## config.mk

```make
export PLATFORM = sky130hd
export DESIGN_NAME = exc_entry_seq
export DESIGN_NICKNAME = d
export VERILOG_FILES = /design/src/rtl/exc_entry_seq.sv
export SDC_FILE = /design/constraint.sdc
export NUM_CORES = 1
export LEC_CHECK = 0
export BUFFER_PORTS_ARGS = -buffer_cell sky130_fd_sc_hd__buf_4
export CAP_MARGIN = 20
export CORE_MARGIN = 3
export CORE_UTILIZATION = 49
export DETAILED_ROUTE_END_ITERATION = 10
export GPL_TIMING_DRIVEN = 0
export PLACE_DENSITY = 0.8
export SLEW_MARGIN = 10
export SYNTH_ARGS = -nofsm -noshare
export SYNTH_HDL_FRONTEND = slang
export SYNTH_SLANG_ARGS = --single-unit
```

## constraint.sdc

```tcl
create_clock -name clk -period 3.1 [get_ports clk]
set_input_delay 0.31 -clock clk [delete_from_list [all_inputs] [get_ports clk]]
set_output_delay 0.31 -clock clk [all_outputs]
set_load 0.01 [all_outputs]
```

## src/rtl/exc_entry_seq.sv

```systemverilog
module exc_entry_seq #(
  parameter int unsigned AW = 32,
  parameter logic [AW-1:0] BOOT_BASE = 32'hBFC0_0200,
  parameter logic [AW-1:0] ERR_VEC = 32'hBFC0_0000,
  parameter logic [AW-1:0] DBG_VEC = 32'hBFC0_0480
) (
  input  logic          clk,
  input  logic          rst_n,
  input  logic          req,
  input  logic [4:0]    kind,
  input  logic [AW-1:0] pc,
  input  logic          in_delay,
  input  logic          tlb_refill,
  input  logic [1:0]    cop_num,
  input  logic          st_exl,
  input  logic          st_erl,
  input  logic          st_bev,
  input  logic          cause_iv,
  input  logic [AW-1:0] ebase,
  output logic          done,
  output logic [AW-1:0] next_pc,
  output logic [AW-1:0] epc,
  output logic [AW-1:0] err_epc,
  output logic [AW-1:0] dbg_epc,
  output logic [4:0]    exc_code,
  output logic          cause_bd,
  output logic [1:0]    cause_ce,
  output logic          exl_o,
  output logic          erl_o,
  output logic          bev_o,
  output logic          sr_flag,
  output logic          nmi_flag,
  output logic          kmode,
  output logic          debug_mode
);
  localparam logic [4:0] K_INT = 5'd0, K_TLBL = 5'd2, K_TLBS = 5'd3, K_CPU = 5'd11;
  localparam logic [4:0] K_NMI = 5'd16, K_SRST = 5'd17, K_DBG = 5'd19, K_CACHE = 5'd30;

  wire is_err = (kind == K_NMI) || (kind == K_SRST);
  wire is_dbg = (kind == K_DBG);
  wire is_gen = !is_err && !is_dbg;
  wire [AW-1:0] ret_pc = in_delay ? pc - AW'(4) : pc;
  wire [AW-1:0] gen_base = st_bev ? BOOT_BASE : {ebase[AW-1:10], 10'b0};

  logic [AW-1:0] gen_off;
  always_comb begin
    gen_off = AW'(32'h180);
    if (kind == K_INT && cause_iv) gen_off = AW'(32'h200);
    else if ((kind == K_TLBL || kind == K_TLBS) && tlb_refill && !st_exl) gen_off = '0;
    else if (kind == K_CACHE) gen_off = st_bev ? AW'(32'h100) : AW'(32'h2000_0100);
  end

  always_ff @(posedge clk) begin
    if (!rst_n) begin
      done <= 1'b0;
      next_pc <= '0;
      epc <= '0;
      err_epc <= '0;
      dbg_epc <= '0;
      exc_code <= '0;
      cause_bd <= 1'b0;
      cause_ce <= '0;
      exl_o <= 1'b0;
      erl_o <= 1'b0;
      bev_o <= 1'b0;
      sr_flag <= 1'b0;
      nmi_flag <= 1'b0;
      kmode <= 1'b0;
      debug_mode <= 1'b0;
    end else begin
      done <= req;
      if (req) begin
        kmode <= 1'b1;
        exl_o <= st_exl;
        erl_o <= st_erl;
        bev_o <= st_bev;
        if (is_gen) begin
          next_pc <= gen_base + gen_off;
          exc_code <= kind;
          if (kind == K_CPU) cause_ce <= cop_num;
          if (!st_exl) begin
            epc <= ret_pc;
            cause_bd <= in_delay;
          end
          exl_o <= 1'b1;
        end else if (is_err) begin
          next_pc <= ERR_VEC;
          err_epc <= ret_pc;
          erl_o <= 1'b1;
          bev_o <= 1'b1;
          if (kind == K_NMI) nmi_flag <= 1'b1;
          else sr_flag <= 1'b1;
          if (!st_exl) cause_bd <= 1'b0;
        end else begin
          next_pc <= DBG_VEC;
          dbg_epc <= ret_pc;
          debug_mode <= 1'b1;
          if (!st_exl) cause_bd <= 1'b0;
        end
      end
    end
  end
endmodule


```

==> results of run 1 <==
-- worst max-delay path: stages --
cell,delay (ns)
buf_4,0.12
nor4b_1,0.63
buf_2,0.34
nand4_1,0.39
o41ai_1,0.69
a31oi_1,0.18
-- through the flow --
stage / setup WS, ns / area (um^2) / cells / total power, W / hold slack (ns)
floorplan: 0.809 / 6040 / 700 / 0.00214 / 0.435
global placement: 0.411 / 7740 / 1046 / 0.00243 / 0.436
detailed placement: 0.342 / 7740 / 1046 / 0.00244 / 0.450
CTS: 0.788 / 8360 / 1078 / 0.00452 / 0.119
global route: 0.482 / 8360 / 1078 / 0.00465 / 0.139
finish: 0.690 / 8360 / 1078 / 0.00452 / 0.135
-- routing by layer --
| metal | vias to the layer above | global-route usage (%) | wire, um |
|---|---|---|---|
| met3 | 53 | 8.48 | 2150 |
| met4 | 0 | 13.1 | 667 |
| met2 | 367 | 48.7 | 10000 |
| li1 | 3047 | - | - |
| met5 | - | 0 | 0 |
| met1 | 3168 | 41.9 | 9050 |
-- worst max-delay path by stage --
stage                  end  slack, ns  cells past startpoint   start
6_report       err_epc[25]       0.69                      6   pc[6]
5_1_grt        err_epc[25]       0.48                      6   pc[6]
4_1_cts        next_pc[31]       0.79                      9  st_bev
3_5_place_dp   next_pc[31]       0.34                      9  st_bev
3_3_place_gp   next_pc[31]       0.41                      9  st_bev
2_1_floorplan  next_pc[31]       0.81                      8  st_bev
-- cell type report --
type                    count  area, um^2
fillers                   952        3350
multi-input cells         502        3000
flip-flops and latches    137        2740
repair buffers            203        1520
clock buffers              25         505
plain buffers              53         265
well taps                 143         179
clock inverters             7         113
inverters                   8        30.0
-- cell families (layout without fill, tap and decap cells) --
family	after synthesis	in the layout	share of synthesized area, %
compound gates	251	251	25.1
other cells	1	7	0.0623
fa+ha+maj	3	3	0.624
buf+inv	61	296	4.91
flops	137	137	45.6
simple gates	219	219	20.4
mux	3	3	0.520
xor+xnor	19	19	2.77
-- placed cells by master (no fill, tap or decap), types with 5 or more instances in the layout --
| cell type | Yosys | layout |
|---|---|---|
| a211oi_1 | 27 | 27 |
| a21oi_1 | 46 | 46 |
| a22oi_1 | 8 | 8 |
| a31oi_1 | 47 | 47 |
| and2_1 | 5 | 5 |
| and4_1 | 6 | 6 |
| buf_4 | 7 | 210 |
| clkbuf_1 | 40 | 43 |
| clkbuf_16 | 0 | 17 |
| clkbuf_8 | 0 | 5 |
| conb_1 | 1 | 7 |
| dfxtp_1 | 137 | 137 |
| inv_1 | 8 | 8 |
| nand2_1 | 45 | 45 |
| nand3_1 | 15 | 15 |
| nand4_1 | 8 | 8 |
| nor2_1 | 50 | 50 |
| nor3_1 | 17 | 17 |
| nor4_1 | 10 | 10 |
| o21ai_0 | 91 | 91 |
| o31ai_1 | 7 | 7 |
| or3_1 | 6 | 6 |
| or4_1 | 11 | 11 |
| xnor2_1 | 10 | 10 |
| xor2_1 | 9 | 9 |
-- power by group through the flow --
stage                     combinational [W]  clock (W)  sequential, W
after detailed placement           0.000531          0        0.00191
after floorplan                    0.000211          0        0.00193
after global placement             0.000523          0        0.00191
after global routing               0.000588    0.00218        0.00188
final                              0.000544    0.00210        0.00188
after CTS                          0.000536    0.00211        0.00187
-- registers in the layout, indices dropped and copies added (netlist names) --
register    cells
kmode           1
dbg_epc        32
nmi_flag        1
cause_bd        1
exc_code        5
cause_ce        2
bev_o           1
epc            32
next_pc        25
erl_o           1
exl_o           1
done            1
err_epc        32
sr_flag         1
debug_mode      1
==> impl_table.tex, run 1 <==
\begin{tabular}{lr}
\hline
Metric & Value \\
\hline
\multicolumn{2}{l}{\textbf{Run}} \\
Reported max-cap violation count & 0 \\
\multicolumn{2}{l}{\textbf{Synthesis}} \\
Seq/Total Area, Yosys & between 40\% and 50\% \\
Dominant synthesized flop cell & dfxtp\_1 \\
Count of warnings emitted by yosys & 0 \\
Count of different cell masters after synthesis & 70 \\
Synthesized flop and latch total & 137 \\
Netlist area before placement & $\sim$6000 um\^{}2 \\
Most repeated cell in the gate-level netlist after synthesis & dfxtp\_1 \\
Mean instance size in the synthesized netlist & approximately 8.7 um\^{}2 \\
Synth top area cells & dfxtp\_1, o21ai\_0, a31oi\_1, a21oi\_1, a211oi\_1 \\
Most numerous cell types in the synthesized netlist & dfxtp\_1, o21ai\_0, nor2\_1 \\
Proportion of netlist area held by the largest area contributor & a little under half \\
Number of enable-type register cells in the synthesized netlist & 0 \\
Synth async-reset ratio & 0\% \\
Area leader, netlist & dfxtp\_1 \\
Gate Count Post-Synth & around 690 \\
\multicolumn{2}{l}{\textbf{CTS}} \\
Root Buffer Master & clkbuf\_16 \\
Post-CTS setup-driven buffer insertion count & 0 \\
Register clock-pin slew on the reported worst setup and hold paths & about 0.060 ns \\
CTS HTree Levels & 4 \\
Number of clock buffers inserted by TritonCTS & 17 \\
Clock Latency Late Sink & 0.42 ns \\
Number of sinks on the clock net & $\sim$140 \\
Max Buffers Root-to-Sink & 2 \\
Quantity of hold-fixing buffers added after cts & 0 \\
Quantity of gates resized following cts & 0 \\
Clock tree from TritonCTS & yes \\
\multicolumn{2}{l}{\textbf{Timing}} \\
Final worst path period need & about 2.4 ns \\
Number of endpoints with negative hold slack in the final report & 0 \\
Clock skew after layout & 0 ns \\
Sum of negative setup slack & 0 ns \\
Timing-limited maximum frequency & 415 MHz \\
Worst slew pin tran & 0.990 ns \\
Setup-failing EPs final & 0 \\
Setup repair after global routing missed its margin & false \\
Rel. slew slack & 33.5\% \\
Fraction of the cycle the final worst path needs & 77.7\% \\
Number of max-slew violations in the final report & 0 \\
\multicolumn{2}{l}{\textbf{Die}} \\
Chip Width & approximately 120 um \\
Number of placement rows & 39 \\
Core region area & approximately 12,000 um\^{}2 \\
Ports & roughly 220 \\
Die H & 117 um \\
Initial core utilization & approximately half \\
Total Die Area & 13,600 um\^{}2 \\
\multicolumn{2}{l}{\textbf{Final layout}} \\
Layout-stage area growth over the synthesis result & 39.0\% \\
ANT cells & 0 \\
Share of the core filled with cells & 71.4\% \\
Layout Nets & approximately 1,000 \\
Share of cells above drive strength 1 & 28.2\% \\
\multicolumn{2}{l}{\textbf{Route}} \\
Routed WL per cell & 20.3 um \\
Post-detailed-route DRC marker count & 0 \\
Via density per instance & about 6.2 \\
Pre-antenna DRT Iters & 5 \\
Vias & 6,635 \\
Initial detailed-routing violation count & about 690 \\
Final WL & around 22 mm \\
Number of nets with antenna violations after detailed routing & 0 \\
\multicolumn{2}{l}{\textbf{Power and ir drop}} \\
Combinational fraction of design power & between 10\% and 20\% \\
Net switching component of the power & about 0.0011 W \\
Power share of the clock group & between 40\% and 50\% \\
Pwr/cell area & 541 nW/um\^{}2 \\
Cell leakage power & 3.42 nW \\
Register share of total power & about two fifths \\
IR Drop Worst-Case VDD & 464 uV \\
Sw Ratio & roughly a quarter \\
Power Internal & between 0.003 and 0.004 W \\
\multicolumn{2}{l}{\textbf{Critical path}} \\
Internal reg-to-reg setup slack & roughly 2.3 ns \\
Required time reported for the critical path endpoint & 3.37 ns \\
Destination of the worst register-to-register timing path & epc[16] \\
R2r startpoint & epc[16] \\
Classification of the worst setup path & input port to flop \\
CP endpoint kind & flop \\
Largest fanout on the critical path & 10 \\
Data arrival, critical path & about 2.7 ns \\
Worst R2R Path Depth & 2 \\
Critical Path Source Type & input port \\
\multicolumn{2}{l}{\textbf{Hold path}} \\
Cells on Worst Hold Path & 3 \\
Worst Hold Class & input port to flop \\
Destination of the worst hold path & cause\_ce[1] \\
Hold wc startpoint & cop\_num[1] \\
\multicolumn{2}{l}{\textbf{Placed design}} \\
Buffers added on ports & around 200 \\
DP Wirelength & 16.1 mm \\
Routability-driven placement congestion ratio & 0.935 \\
\multicolumn{2}{l}{\textbf{Global route}} \\
Total overflow reported by the global router & 0 \\
Wire length of the first global-routing pass & roughly 33 mm \\
Number of global-route vias before repair & roughly 6,300 \\
Maximum number of pins on one net before global-route repair & 17 \\
Overall fraction of global-route tracks in use & between 30\% and 40\% \\
Antenna violations before repair & 0 \\
\multicolumn{2}{l}{\textbf{Outcome}} \\
Run status & finished clean \\
\hline
\end{tabular}
(Power assumes the default switching activity.)
==> inputs of run 2 (changes only) <==
- CORE_UTILIZATION: 49 -> 45
- PLACE_DENSITY: 0.8 -> 0.77
- clock period: 3.1 -> 1.99 ns (I/O delays scaled with it)
==> run 2 against run 1 <==
  * Clock power rose by 68%
  * Register-to-register slack got worse by 1.1 ns
  * Worst hold slack got worse by 0.10 ns
  * Clock skew did not move
  * Final cell count rose by 3.0%
  * Highest routed layer unchanged
  * Global-route usage fell by 4.2 points
  * Worst setup slack got worse by 0.57 ns
  * Largest power group unchanged
  * First-iteration DRC count fell by 24%
==> impl_table.tex, run 2 (synthesis gave the netlist of run 1 again) <==
\begin{tabular}{lr}
\hline
Metric & Value \\
\hline
\multicolumn{2}{l}{\textbf{Final layout}} \\
ANT cells & 0 (unchanged) \\
Commonest non-fill, non-tap cell in the layout & buf\_4 \\
Layout-stage area growth over the synthesis result & 42.3\% \\
Most frequent cells in the layout & buf\_4, dfxtp\_1, o21ai\_0, nor2\_1, a31oi\_1 \\
Share of cells above drive strength 1 & 30.1\% (+1.8 points) \\
Layout Nets & 1,009 (+0.40\%) \\
Share of the core filled with cells & 66.7\% (-4.6 points) \\
Regs by FF count & dbg\_epc x32, epc x32, err\_epc x32 \\
\multicolumn{2}{l}{\textbf{Global route}} \\
Wire length of the first global-routing pass & 31.8 mm (-4.4\%) \\
Antenna violations before repair & 0 (unchanged) \\
Number of global-route vias before repair & 6,041 (-4.1\%) \\
Total overflow reported by the global router & 0 (unchanged) \\
Maximum number of pins on one net before global-route repair & 17 (unchanged) \\
Overall fraction of global-route tracks in use & 27.4\% (-4.2 points) \\
\multicolumn{2}{l}{\textbf{Timing}} \\
Worst slew pin tran & 0.775 ns (-0.216 ns) \\
Setup-failing EPs final & 0 (unchanged) \\
Setup repair after global routing missed its margin & true \\
Clock skew after layout & 0 ns (unchanged) \\
Fraction of the cycle the final worst path needs & between 90\% and 100\% \\
Number of endpoints with negative hold slack in the final report & 0 (unchanged) \\
Number of max-slew violations in the final report & 0 (unchanged) \\
Timing-limited maximum frequency & about 540 MHz \\
Worst-case setup margin in the final layout & 0.124 ns (-0.566 ns) \\
Rel. slew slack & 48.3\% (+15 points) \\
Final worst path period need & 1.87 ns \\
\multicolumn{2}{l}{\textbf{CTS}} \\
Register clock-pin slew on the reported worst setup and hold paths & 0.06 ns (about the same) \\
Number of clock buffers inserted by TritonCTS & 17 (unchanged) \\
Root Buffer Master & clkbuf\_16 \\
Number of sinks on the clock net & 137 (unchanged) \\
Max Buffers Root-to-Sink & 2 (unchanged) \\
Clock tree from TritonCTS & yes \\
Quantity of hold-fixing buffers added after cts & 0 (unchanged) \\
Clock Latency Late Sink & 0.42 ns (about the same) \\
CTS HTree Levels & 4 (unchanged) \\
\multicolumn{2}{l}{\textbf{Power and ir drop}} \\
Register share of total power & 40.1\% (-1.4 points) \\
Sw Ratio & 23.8\% (-0.24 points) \\
Pwr/cell area & 851 nW/um\^{}2 (+57\%) \\
IR Drop Worst-Case VDD & 671 uV (+45\%) \\
Combinational fraction of design power & 11.6\% (-0.4 points) \\
Cell leakage power & 3.49 nW (+1.9\%) \\
Net switching component of the power & 0.00173 W (+59\%) \\
Power share of the clock group & 48.3\% (+1.8 points) \\
Power Internal & 0.00555 W (+61\%) \\
\multicolumn{2}{l}{\textbf{Critical path}} \\
CP endpoint kind & flop \\
Biggest cell delay along the critical path & 0.62 ns (-0.07 ns) \\
Required time reported for the critical path endpoint & 2.34 ns (-1.03 ns) \\
Data arrival, critical path & 2.21 ns (-0.46 ns) \\
Critical path's top delay family & buffers and inverters \\
Cell Chain, Critical Path & clkbuf\_1 > nand2b\_1 > buf\_6 > a21oi\_1 > clkbuf\_1 > nand2\_1 > a21oi\_1 \\
Critical Path Source Type & input port \\
R2r startpoint & next\_pc[25] \\
Origin of the worst setup path & kind[0] \\
Largest fanout on the critical path & 10 (unchanged) \\
Worst R2R Path Depth & 2 (unchanged) \\
Number of gates on the worst path with buffers counted & 7 (+1) \\
Critical Path Slowest Stage Cell & a21oi\_1 \\
Classification of the worst setup path & input port to flop \\
Bufs and invs on worst path & 3 (+1) \\
\multicolumn{2}{l}{\textbf{Placed design}} \\
Worst slack, placed & -0.472 ns (-0.813 ns) \\
DP Wirelength & 15.3 mm (-5.1\%) \\
Buffers added on ports & 203 (unchanged) \\
Routability-driven placement congestion ratio & 0.917 (-2.0\%) \\
\multicolumn{2}{l}{\textbf{Hold path}} \\
Hold wc startpoint & ebase[11] \\
Worst Hold Class & input port to flop \\
Cells on Worst Hold Path & 3 (unchanged) \\
\multicolumn{2}{l}{\textbf{Die}} \\
Die H & 122 um (+4.1\%) \\
Core region area & 12,800 um\^{}2 (+9.5\%) \\
Ports & 224 (unchanged) \\
Total Die Area & 14,800 um\^{}2 (+8.4\%) \\
Chip Width & 122 um (+4.1\%) \\
Number of placement rows & 41 (+5.1\%) \\
Initial core utilization & 46.9\% (-4.5 points) \\
\multicolumn{2}{l}{\textbf{Route}} \\
Routed WL per cell & 18.7 um (-8.1\%) \\
Number of nets with antenna violations after detailed routing & 0 (unchanged) \\
Pre-antenna DRT Iters & 5 (unchanged) \\
Via density per instance & 5.84 (-5.2\%) \\
Initial detailed-routing violation count & 518 (-24\%) \\
Final WL & 20.7 mm (-5.4\%) \\
Post-detailed-route DRC marker count & 0 (unchanged) \\
Vias & 6,479 (-2.4\%) \\
\multicolumn{2}{l}{\textbf{Run}} \\
Reported max-cap violation count & 0 (unchanged) \\
\multicolumn{2}{l}{\textbf{Outcome}} \\
Run status & finished clean \\
\hline
\end{tabular}
## run 2: final timing paths
| kind | slack [ns] | endpoint |
|---|---|---|
| max | 0.12 | epc[1] |
| min | 0.03 | next_pc[11] |
| max reg2reg | 1.21 | next_pc[25] |
| min reg2reg | 0.46 | err_epc[0] |
## run 2: worst reg2reg max path, stage by stage, from the launching register on
cell	delay (ns)
dfxtp_1	0.36
o21ai_0	0.10
a211oi_1	0.24
## run 2: layout make-up
cell class              instances  area (um^2)
plain buffers                  53          287
clock buffers                  20          467
fillers                      1089         4270
well taps                     172          215
multi-input cells             502         3070
repair buffers                207         1550
flip-flops and latches        137         2740
clock inverters                11          194
inverters                       8         30.0
## run 2: power by group through the flow
stage	clock, W	sequential, W	combinational (W)
floorplan	0	0.00301	0.000335
global placement	0	0.00297	0.000821
detailed placement	0	0.00297	0.000828
CTS	0.00355	0.00292	0.000834
global route	0.00366	0.00293	0.000915
finish	0.00352	0.00292	0.000848
## run 2: routing by layer
layer	track usage, %	wire [um]
met1	37.2	8820
met2	41.1	9360
met3	6.87	1890
met4	12.5	661
met5	0	0
## run 2: per-stage QoR
stage          instances  area, um^2  hold slack (ns)  setup TNS, ns  power (W)
2_1_floorplan        700        6080            0.324              0    0.00335
3_3_place_gp        1075        7820            0.438         -25.44    0.00379
3_5_place_dp        1075        7820            0.445         -26.30    0.00380
4_1_cts             1106        8480           0.0169         -0.138    0.00730
5_1_grt             1110        8560           0.0264       -0.00134    0.00750
6_report            1110        8560           0.0311              0    0.00728
## run 2: timing repair
action | 4_1_cts | 5_1_grt
buffers inserted | 0 | 4
hold endpoints to repair | 0 | 0
gates resized for setup | 1 | 8
setup endpoints to repair | 6 | 42
